### src/rtl/dpram_pkg.sv
package dpram_pkg;

    localparam int NPORT = 2;

    typedef enum logic [1:0] {
        MODE_WF = 2'b00,
        MODE_RF = 2'b01,
        MODE_NC = 2'b10
    } rdw_mode_e;

    typedef enum logic {
        ARB_CLEAR    = 1'b0,
        ARB_COLLIDED = 1'b1
    } arb_state_e;

endpackage

### src/rtl/dpram_arbiter.sv
module dpram_arbiter
    import dpram_pkg::*;
#(
    parameter int ADDR_W = 6
) (
    input  logic              clk,
    input  logic              rst_n,
    input  logic              a_en_i,
    input  logic              a_we_i,
    input  logic [ADDR_W-1:0] a_addr_i,
    input  logic              b_en_i,
    input  logic              b_we_i,
    input  logic [ADDR_W-1:0] b_addr_i,
    output logic [NPORT-1:0]  grant_o,
    output logic [NPORT-1:0]  busy_o,
    output logic              collision_o
);

    arb_state_e state_q, state_d;
    logic       conflict;

    assign conflict = a_en_i && b_en_i && (a_addr_i == b_addr_i) && (a_we_i || b_we_i);

    // state register
    always_ff @(posedge clk) begin
        if (!rst_n) state_q <= ARB_CLEAR;
        else        state_q <= state_d;
    end

    // next state: every conflict cycle is followed by one COLLIDED cycle
    always_comb begin
        state_d = state_q;
        unique case (state_q)
            ARB_CLEAR:    state_d = conflict ? ARB_COLLIDED : ARB_CLEAR;
            ARB_COLLIDED: state_d = conflict ? ARB_COLLIDED : ARB_CLEAR;
        endcase
    end

    // outputs
    always_comb begin
        grant_o     = '1;
        busy_o      = '0;
        collision_o = 1'b0;
        if (conflict) begin
            grant_o[1] = 1'b0;
            busy_o[1]  = 1'b1;
        end
        unique case (state_q)
            ARB_CLEAR:    collision_o = 1'b0;
            ARB_COLLIDED: collision_o = 1'b1;
        endcase
    end

endmodule

### src/rtl/dpram_port_ctl.sv
module dpram_port_ctl
    import dpram_pkg::*;
(
    input  logic       clk,
    input  logic       rst_n,
    input  logic [1:0] mode_i,
    input  logic       en_i,
    input  logic       we_i,
    input  logic       grant_i,
    output logic       acc_o,
    output logic       wr_o,
    output logic       byp_o
);

    logic [1:0] mode_q;

    // mode captured only while reset is held
    always_ff @(posedge clk) begin
        if (!rst_n) mode_q <= mode_i;
    end

    always_comb begin
        acc_o = en_i && grant_i;
        wr_o  = 1'b0;
        byp_o = 1'b0;
        unique case (mode_q)
            MODE_RF: begin
                wr_o  = acc_o && we_i;
                byp_o = 1'b0;
            end
            MODE_NC: begin
                wr_o  = 1'b0;
                byp_o = 1'b0;
            end
            default: begin
                wr_o  = acc_o && we_i;
                byp_o = acc_o && we_i;
            end
        endcase
    end

endmodule

### src/rtl/dpram_store.sv
module dpram_store
    import dpram_pkg::*;
#(
    parameter int ADDR_W = 6,
    parameter int DATA_W = 16
) (
    input  logic                          clk,
    input  logic                          rst_n,
    input  logic [NPORT-1:0]              acc_i,
    input  logic [NPORT-1:0]              wr_i,
    input  logic [NPORT-1:0]              byp_i,
    input  logic [NPORT-1:0][ADDR_W-1:0]  addr_i,
    input  logic [NPORT-1:0][DATA_W-1:0]  wdata_i,
    output logic [NPORT-1:0][DATA_W-1:0]  rdata_o
);

    localparam int DEPTH = 1 << ADDR_W;

    logic [DATA_W-1:0] mem [DEPTH];

    always_ff @(posedge clk) begin
        for (int p = 0; p < NPORT; p++) begin
            if (wr_i[p]) mem[addr_i[p]] <= wdata_i[p];
        end
    end

    for (genvar p = 0; p < NPORT; p++) begin : g_rd
        always_ff @(posedge clk) begin
            if (!rst_n)         rdata_o[p] <= '0;
            else if (acc_i[p])  rdata_o[p] <= byp_i[p] ? wdata_i[p] : mem[addr_i[p]];
        end
    end

endmodule

### src/rtl/dpram_arb.sv
module dpram_arb
    import dpram_pkg::*;
#(
    parameter int ADDR_W = 6,
    parameter int DATA_W = 16
) (
    input  logic              clk,
    input  logic              rst_n,
    input  logic [1:0]        a_mode,
    input  logic [1:0]        b_mode,
    input  logic              a_en,
    input  logic              a_we,
    input  logic [ADDR_W-1:0] a_addr,
    input  logic [DATA_W-1:0] a_wdata,
    output logic [DATA_W-1:0] a_rdata,
    output logic              a_busy,
    input  logic              b_en,
    input  logic              b_we,
    input  logic [ADDR_W-1:0] b_addr,
    input  logic [DATA_W-1:0] b_wdata,
    output logic [DATA_W-1:0] b_rdata,
    output logic              b_busy,
    output logic              collision
);

    logic [NPORT-1:0]              grant, busy, acc, wr, byp, en_v, we_v;
    logic [NPORT-1:0][1:0]         mode_v;
    logic [NPORT-1:0][ADDR_W-1:0]  addr_v;
    logic [NPORT-1:0][DATA_W-1:0]  wdata_v, rdata_v;

    assign en_v    = {b_en, a_en};
    assign we_v    = {b_we, a_we};
    assign mode_v  = {b_mode, a_mode};
    assign addr_v  = {b_addr, a_addr};
    assign wdata_v = {b_wdata, a_wdata};

    dpram_arbiter #(.ADDR_W(ADDR_W)) u_arb (
        .clk         (clk),
        .rst_n       (rst_n),
        .a_en_i      (a_en),
        .a_we_i      (a_we),
        .a_addr_i    (a_addr),
        .b_en_i      (b_en),
        .b_we_i      (b_we),
        .b_addr_i    (b_addr),
        .grant_o     (grant),
        .busy_o      (busy),
        .collision_o (collision)
    );

    for (genvar p = 0; p < NPORT; p++) begin : g_port
        dpram_port_ctl u_ctl (
            .clk     (clk),
            .rst_n   (rst_n),
            .mode_i  (mode_v[p]),
            .en_i    (en_v[p]),
            .we_i    (we_v[p]),
            .grant_i (grant[p]),
            .acc_o   (acc[p]),
            .wr_o    (wr[p]),
            .byp_o   (byp[p])
        );
    end

    dpram_store #(.ADDR_W(ADDR_W), .DATA_W(DATA_W)) u_store (
        .clk     (clk),
        .rst_n   (rst_n),
        .acc_i   (acc),
        .wr_i    (wr),
        .byp_i   (byp),
        .addr_i  (addr_v),
        .wdata_i (wdata_v),
        .rdata_o (rdata_v)
    );

    assign a_rdata = rdata_v[0];
    assign b_rdata = rdata_v[1];
    assign a_busy  = busy[0];
    assign b_busy  = busy[1];

endmodule

### config.mk
export PLATFORM = sky130hd
export DESIGN_NAME = dpram_arb
export DESIGN_NICKNAME = d
export VERILOG_FILES = /design/src/rtl/dpram_pkg.sv /design/src/rtl/dpram_arbiter.sv /design/src/rtl/dpram_port_ctl.sv /design/src/rtl/dpram_store.sv /design/src/rtl/dpram_arb.sv
export SDC_FILE = /design/constraint.sdc
export NUM_CORES = 2
export LEC_CHECK = 0
export BUFFER_PORTS_ARGS = -buffer_cell sky130_fd_sc_hd__clkbuf_2
export CAP_MARGIN = 20
export CORE_MARGIN = 2
export CORE_UTILIZATION = 30
export DETAILED_ROUTE_END_ITERATION = 8
export PLACE_DENSITY_LB_ADDON = 0.1
export SLEW_MARGIN = 5
export SYNTH_ARGS = -nofsm -noshare
export SYNTH_HDL_FRONTEND = slang
export SYNTH_SLANG_ARGS = --single-unit
### constraint.sdc
create_clock -name clk -period 6.25 [get_ports clk]
set_input_delay 0.3125 -clock clk [delete_from_list [all_inputs] [get_ports clk]]
set_output_delay 0.3125 -clock clk [all_outputs]
set_load 0.02 [all_outputs]
==> flow_metrics.env <==
export IMPL_power_density_mw_per_mm2=260
export IMPL_cts_sinks=1061
export IMPL_die_area_mm2=0.215
export IMPL_clock_skew_ns=0.0494
export IMPL_io_buffers=87
export IMPL_synth_nets=4879
export IMPL_synth_async_reset_ratio_pct=0
export IMPL_rows=168
export IMPL_drv_cap=0
export IMPL_fmax_mhz=243
export IMPL_grt_pass1_wl_um=475000
export IMPL_grt_overflow=0
export IMPL_start_util_pct=30.2
export IMPL_clock_latency_ns=0.84
export IMPL_mostFrequentLayoutCell="mux2_2"
export IMPL_grt_total_usage_pct=32.7
export IMPL_slowest_delay_ns=0.91
export IMPL_synthToLayoutAreaGrowth_pct=14.5
export IMPL_gp_congestion=0.983
export IMPL_period_share_pct=66.0
export IMPL_crit_arrival_ns=4.80
export IMPL_drc_errors=0
export IMPL_die_w_um=464
export IMPL_worst_pin_slew_ns=1.37
export IMPL_cp_slowest_cell="and2_2"
export IMPL_clkTransAtPathRegs_ns=0.07
export IMPL_dr_first_iter_drc_count=8402
export IMPL_setup_ws_ns=2.13
export IMPL_root_buffer="clkbuf_16"
export IMPL_netlist_instances=4823
export IMPL_via_count=50800
export IMPL_h_tree_depth=4
export IMPL_rsz0062_at_grt="no"
export IMPL_drt_total_wl_um=362000
export IMPL_worstPathMaxFanout=70
export IMPL_hold_viol=0
export IMPL_postCtsHoldBufs=10
export IMPL_viasPerCell=6.61
export IMPL_cts_buffers=140
export IMPL_core_mm2=0.210
export IMPL_worstPathRequired_ns=6.93
export IMPL_post_route_min_period_ns=4.12
export IMPL_cts_setup_buffers=0
export IMPL_grt_max_degree=84
export IMPL_hp_class="input port to flop"
export IMPL_cp_cell_sequence="buf_8 -> buf_12 -> and2_2 -> buf_4 -> a22oi_1 -> o21ai_0 -> a2111oi_0 -> buf_1 -> a31oi_1"
export IMPL_setup_viol=0
export IMPL_setup_tns_ns=0
export IMPL_first_global_vias=47600
export IMPL_wire_per_inst_um=47.1
export IMPL_clk_path_buf_depth=3
export IMPL_avgSynthCellArea_um2=13.1
export IMPL_vdd_drop_max_mv=0.260
export IMPL_final_max_slew_viol_count=0
export IMPL_criticalPathCategory="input port to flop"
export IMPL_synth_seq_cells=1061
export IMPL_pre_cts_slack_ns=1.70
export IMPL_dr_pass1_iters=6
export IMPL_synth_edf_count=1028
export IMPL_leakage_nw=24.0
export IMPL_ys_seq_area_share_pct=49.7
export IMPL_status="complete, no violations"
export IMPL_die_h_um=464
export IMPL_slew_headroom_pct=8.41
export IMPL_cts_tree="done"
export IMPL_netlist_area_mm2=0.0634
export IMPL_cts_resized=0
export IMPL_antenna_found_initial=63
export IMPL_drive_gt1_share_pct=43.0
export IMPL_synth_cell_types=81
export IMPL_ys_flop_type="edfxtp_1"
export IMPL_startpoint_type="input port"
export IMPL_ys_warn_count=0
export IMPL_dpl_hpwl_um=238000
export IMPL_pin_count=89
export IMPL_nets=4806
export IMPL_crit_path_end_kind="flop"
export IMPL_final_cell_mix="mux2_2, edfxtp_1, buf_4"
export IMPL_ant_nets=0
final cells by class:
class,instances,area (um^2)
Antenna cell,19,47.5
Multi-Input combinational cell,3128,29700
Fill cell,20800,137000
Inverter,14,53.8
Tap cell,2805,3510
Sequential cell,1061,31500
Timing Repair Buffer,405,3200
Clock buffer,181,3770
Clock inverter,74,764
cell usage after synthesis, types with 28 or more instances:
library cell / count / share of area [%]
nand3_1: 29 / 0.23
a31oi_1: 29 / 0.29
clkbuf_1: 371 / 2.2
edfxtp_1: 1028 / 49
nor3_1: 28 / 0.22
mux4_2: 132 / 4.7
a22o_1: 30 / 0.41
nand2_1: 131 / 0.78
o22ai_1: 92 / 0.91
buf_2: 155 / 1.2
nor2_1: 112 / 0.66
dfxtp_1: 33 / 1.0
nand2_2: 43 / 0.42
buf_1: 66 / 0.39
a22oi_1: 182 / 2.2
o221ai_1: 31 / 0.43
a21oi_1: 143 / 1.1
o21ai_0: 139 / 1.1
a221o_1: 40 / 0.63
a221oi_1: 208 / 2.9
mux2_2: 1197 / 21
mux2i_1: 219 / 3.5
cell families (layout without fill, tap and decap cells):
kind of cell,after synthesis,after routing,synth area share [%]
multiplexers,1548,1548,29.4
AO/OA/AOI/OAI,1084,1084,12.5
flip-flops,1061,1061,49.7
buffers and inverters,634,674,4.23
AND/OR/NAND/NOR,487,487,4.01
XOR/XNOR,6,6,0.0829
adder cells (fa/ha/maj),2,2,0.0395
other,1,20,0.00591
registers in the layout, indices dropped and copies added, names as in the netlist:
| register | count |
|---|---|
| g_port.u_ctl.mode_q | 4 |
| u_arb.state_q | 1 |
| u_store.mem | 1024 |
| u_store.rdata_o | 32 |
report_power, final:
group          switching [mW]  internal, mW  total (mW)
sequential             0.0689          7.85        7.92
clock                    3.54          4.78        8.32
combinational            1.82         0.797        2.61
metrics by stage:
step           instance area, um^2  cells  utilization (%)  power [mW]  hold slack [ns]
2_1_floorplan                63400   4823                -        9.32            0.411
3_3_place_gp                 67500   7376             32.2        10.5            0.495
3_5_place_dp                 67900   7403             32.4        10.6            0.497
4_1_cts                      72600   7668             34.6        18.8           0.0492
5_1_grt                      72600   7674             34.6        19.1           0.0909
6_report                     72600   7687             34.6        18.8           0.0974
final timing paths:
path	start	end	slack, ns	cells past startpoint
hold / removal	b_wdata[7]	u_store.rdata_o[23]$_SDFFE_PN0P_	0.1	4
setup / recovery	b_addr[2]	u_store.rdata_o[20]$_SDFFE_PN0P_	2.13	9
hold reg to reg	u_store.rdata_o[30]$_SDFFE_PN0P_	u_store.rdata_o[30]$_SDFFE_PN0P_	0.64	2
setup reg to reg	g_port[1].u_ctl.mode_q[1]$_DFFE_PN_	u_store.mem[26][8]$_DFFE_PP_	2.22	7
critical path: cells and delay by family:
| kind | cells | cell delay, ns |
|---|---|---|
| buffers and inverters | 4 | 1.53 |
| and+or+nand+nor | 1 | 0.91 |
| AOI/OAI and AO/OA | 4 | 1.79 |
per-layer routing:
metal,vias to the layer above,global-route usage (%),part of all wire [%]
li1,19300,-,-
met1,27000,42.3,39
met2,3676,48.8,44
met3,842,8.58,10
met4,38,19.4,6.8
met5,-,0,0.073
Power figures use the tool's default switching activity.
